--- src/rtl/csa_row6.sv ---
module csa_row6 #(
  parameter int W = 8,
  parameter bit FINAL_ADD = 1'b1
) (
  input  logic [6*W-1:0] ops,
  output logic [W+2:0]   sum_vec,
  output logic [W+2:0]   carry_vec,
  output logic [W+2:0]   total
);
  localparam int RW = W + 3;
  localparam int NC = W + 2;

  logic [NC-1:0] lo_bit, hi_bit, near_co, far_co;

  for (genvar j = 0; j < NC; j++) begin : g_col
    logic [5:0] dat;
    logic cin_near, cin_far;
    logic s_a, c_a, s_b, c_b, lo, h;

    for (genvar k = 0; k < 6; k++) begin : g_bit
      if (j < W) begin : g_live
        assign dat[k] = ops[k*W + j];
      end else begin : g_pad
        assign dat[k] = 1'b0;
      end
    end

    if (j == 0) begin : g_c0
      assign cin_near = 1'b0;
    end else begin : g_cn
      assign cin_near = near_co[j-1];
    end
    if (j < 2) begin : g_f0
      assign cin_far = 1'b0;
    end else begin : g_fn
      assign cin_far = far_co[j-2];
    end

    assign s_a = dat[0] ^ dat[1] ^ dat[2];
    assign c_a = (dat[0] & dat[1]) | (dat[2] & (dat[0] ^ dat[1]));
    assign s_b = dat[3] ^ dat[4] ^ dat[5];
    assign c_b = (dat[3] & dat[4]) | (dat[5] & (dat[3] ^ dat[4]));
    assign lo  = s_a ^ s_b;
    assign h   = s_a & s_b;

    assign near_co[j] = c_a ^ c_b ^ h;
    assign far_co[j]  = (c_a & c_b) | (h & (c_a ^ c_b));

    assign lo_bit[j] = lo ^ cin_near ^ cin_far;
    assign hi_bit[j] = (lo & cin_near) | (cin_far & (lo ^ cin_near));

    always_comb begin
      p_cell_identity_r2: assert (4'($countones(dat)) + 4'(cin_near) + 4'(cin_far)
                                  == 4'(lo_bit[j]) + 4'({hi_bit[j], 1'b0})
                                   + 4'({near_co[j], 1'b0}) + 4'({far_co[j], 2'b00}))
        else $error("column %0d identity broken", j);
      p_cout_data_only_r3: assert ({far_co[j], near_co[j]} == 2'($countones(dat) >> 1))
        else $error("column %0d carry-out not set by data count", j);
    end
  end

  assign sum_vec   = {1'b0, lo_bit};
  assign carry_vec = {hi_bit, 1'b0};

  if (FINAL_ADD) begin : g_add
    logic [RW:0] rc;
    assign rc[0] = 1'b0;
    for (genvar i = 0; i < RW; i++) begin : g_rip
      assign total[i] = sum_vec[i] ^ carry_vec[i] ^ rc[i];
      assign rc[i+1]  = (sum_vec[i] & carry_vec[i]) | (rc[i] & (sum_vec[i] ^ carry_vec[i]));
    end
    always_comb begin
      p_adder_no_overflow_r6: assert (rc[RW] == 1'b0)
        else $error("final adder carried out of the top bit");
    end
  end else begin : g_noadd
    assign total = '0;
  end

  logic [RW-1:0] exp_tot;
  always_comb begin
    exp_tot = '0;
    for (int k = 0; k < 6; k++) exp_tot = exp_tot + RW'(ops[k*W +: W]);
    p_pair_total_r4: assert (RW'(sum_vec + carry_vec) == exp_tot)
      else $error("redundant pair does not add to operand sum");
    p_edge_bits_clear_r5: assert (!carry_vec[0] && !sum_vec[RW-1])
      else $error("unused edge bit of the pair is set");
  end
endmodule

--- config.mk ---
export PLATFORM = sky130hd
export DESIGN_NAME = csa_row6
export DESIGN_NICKNAME = d
export VERILOG_FILES = /design/src/rtl/csa_row6.sv
export SDC_FILE = /design/constraint.sdc
export NUM_CORES = 1
export LEC_CHECK = 0
export BUFFER_PORTS_ARGS = -buffer_cell sky130_fd_sc_hd__buf_2
export CAP_MARGIN = 30
export CORE_MARGIN = 8
export CORE_UTILIZATION = 40
export DETAILED_ROUTE_END_ITERATION = 8
export PLACE_DENSITY = 0.78
export SLEW_MARGIN = 25
export SYNTH_ARGS = -nofsm -noshare
export SYNTH_HDL_FRONTEND = slang
export SYNTH_SLANG_ARGS = --single-unit
--- constraint.sdc ---
create_clock -name vclk -period 11.7
set_input_delay 1.17 -clock vclk [all_inputs]
set_output_delay 1.17 -clock vclk [all_outputs]
set_load 0.02 [all_outputs]
==> reports/results.txt <==
Outcome = finished clean
Most common cell in the netlist = inv_1
Share of cells above drive strength 1 = 0.440
Max FO, Critical Path = 2
Core area = 2710 um2
Initial Utilization = 0.411
Min Clock Period, post-route = 7.55 ns
Power Dens Cells = 234 nW/um2
# DRC = 0
Inst Count DP = 206
Total negative slack = 0 ns
Largest net degree at the start of global routing = 3
Seq/Total Area, Yosys = 0
Number of routed nets with antenna violations = 0
Worst setup startpoint = ops[25]
Hold-fix buffers, CTS = 0
Final Hold Viols = 0
LEAKAGE = 0.911 nW
Ports = 81
Min-Delay Startpoint = ops[16]
Mean Syn Cell Area = 10.8 um2
Max VDD drop = 0.336 mV
Yosys top cell area share = 0.664
Area leader, netlist = fa_1
Die Ht = 68.8 um
Post-synth top cells = inv_1 (46), fa_1 (37), ha_1 (11), buf_4 (8), conb_1 (1)
ANT cells = 0
Detailed Route WL = 2690 um
Number of endpoints failing setup at the final stage = 0
Clock Buffer Count = 0
RSZ-0062 raised after global routing = false
Final cell area excluding filler cells = 1490 um2
GRT Total Usage = 0.115
Syn. warnings = 0
Max-Cap Viols = 0
Critical Path Source Type = input pin
Hold Worst Slack = 2.87 ns
Total Nets Final = 273
Post-Layout Cell Count = 206
Starting DRT DRC Count = 5
Final slew viol count = 0
Routability Congestion = 0.718
Post-synthesis cell type count = 5
Chip width = 68.8 um
Vias in the first global route = 1002
Worst EP required = 10.53 ns
Seq. cell area = 0 um2
Top cells by area, synth = fa_1 (66%), inv_1 (15%), ha_1 (12%)
Hold Path End = total[0]
PostCTS Resize Cnt = 0
Area growth from synthesis to layout = 33.7%
Antenna violations before repair = 0
First-pass GRT wire length = 4240 um
Worst Hold Depth = 4
Site row count = 19
Placed wire-length estimate = 2730 um
Layout filler cell count = 254
Congestion Overflow GR = 0
Vias = 897
Period utilization = 0.645
DRT Pass-1 Iters = 4
Cell Area, Synth = 1110 um2
Mapped Cells = 103
Top achievable clock speed = 0.132 GHz
Post-DP Area = 1490 um2
# Post-CTS Setup Buffers = 0
Die Area = 4730 um2
DR WL/cell = 13.1 um
Critical path type = in2out
Final core occ = 0.550
DR vias/cell = 4.35
Crit path DAT = 6.38 ns
Port Buffer Count = 77
Hold Crit Class = in2out
CP endpoint kind = output port
FF+latch count = 0
-- power breakdown --
part           switching [mW]  total [mW]  leakage, nW  internal (mW)
logic                   0.231       0.349        0.911          0.118
registers                   0           0            0              0
clock network               0           0            0              0
total                   0.231       0.349        0.911          0.118
-- cells by family after synthesis --
| group | share of synthesized area |
|---|---|
| buf+inv | 0.209 |
| fa+ha+maj | 0.788 |
| other cells | 0.00336 |
-- metrics by stage --
stage                     setup WS [ns]  power [mW]
final                              4.15       0.349
after CTS                          4.11       0.361
after global placement             4.24       0.350
after global routing               3.94       0.394
after floorplan                    4.39       0.262
after detailed placement           4.11       0.359
-- per-layer routing --
| layer | GRT usage | routed length (um) |
|---|---|---|
| met3 | 0.0533 | 520 |
| met5 | 0 | 0 |
| met1 | 0.114 | 800 |
| met2 | 0.223 | 1360 |
| met4 | 0.00501 | 12 |
-- worst max path at each step --
| stage | endpoint | slack (ns) |
|---|---|---|
| after floorplan | total[9] | 4.39 |
| after global placement | total[9] | 4.24 |
| after detailed placement | total[9] | 4.11 |
| after CTS | total[9] | 4.11 |
| after global routing | total[9] | 3.94 |
| final | total[9] | 4.15 |
-- cell type report --
class,instances,area (um2),share of cell area
Multi-Input combinational cell,52,893,0.599
Timing Repair Buffer,77,385,0.259
Tap cell,31,38.8,0.0260
Inverter,46,173,0.116
-- worst max-delay path, cell delays in order --
cell   delay, ns
buf_2       0.11
fa_1        0.53
ha_1        0.15
inv_1       0.06
fa_1        0.51
fa_1        0.52
inv_1       0.05
ha_1        0.22
fa_1        0.43
fa_1        0.42
fa_1        0.38
fa_1        0.39
fa_1        0.40
fa_1        0.37
inv_1       0.07
fa_1        0.40
inv_1       0.06
buf_2       0.15
-- cells in the final DEF (no fill, tap or decap), drive strengths merged --
master  count
buf        77
inv        46
conb        4
ha         11
fa         37
Note: power is estimated with default switching activity, not from simulation.
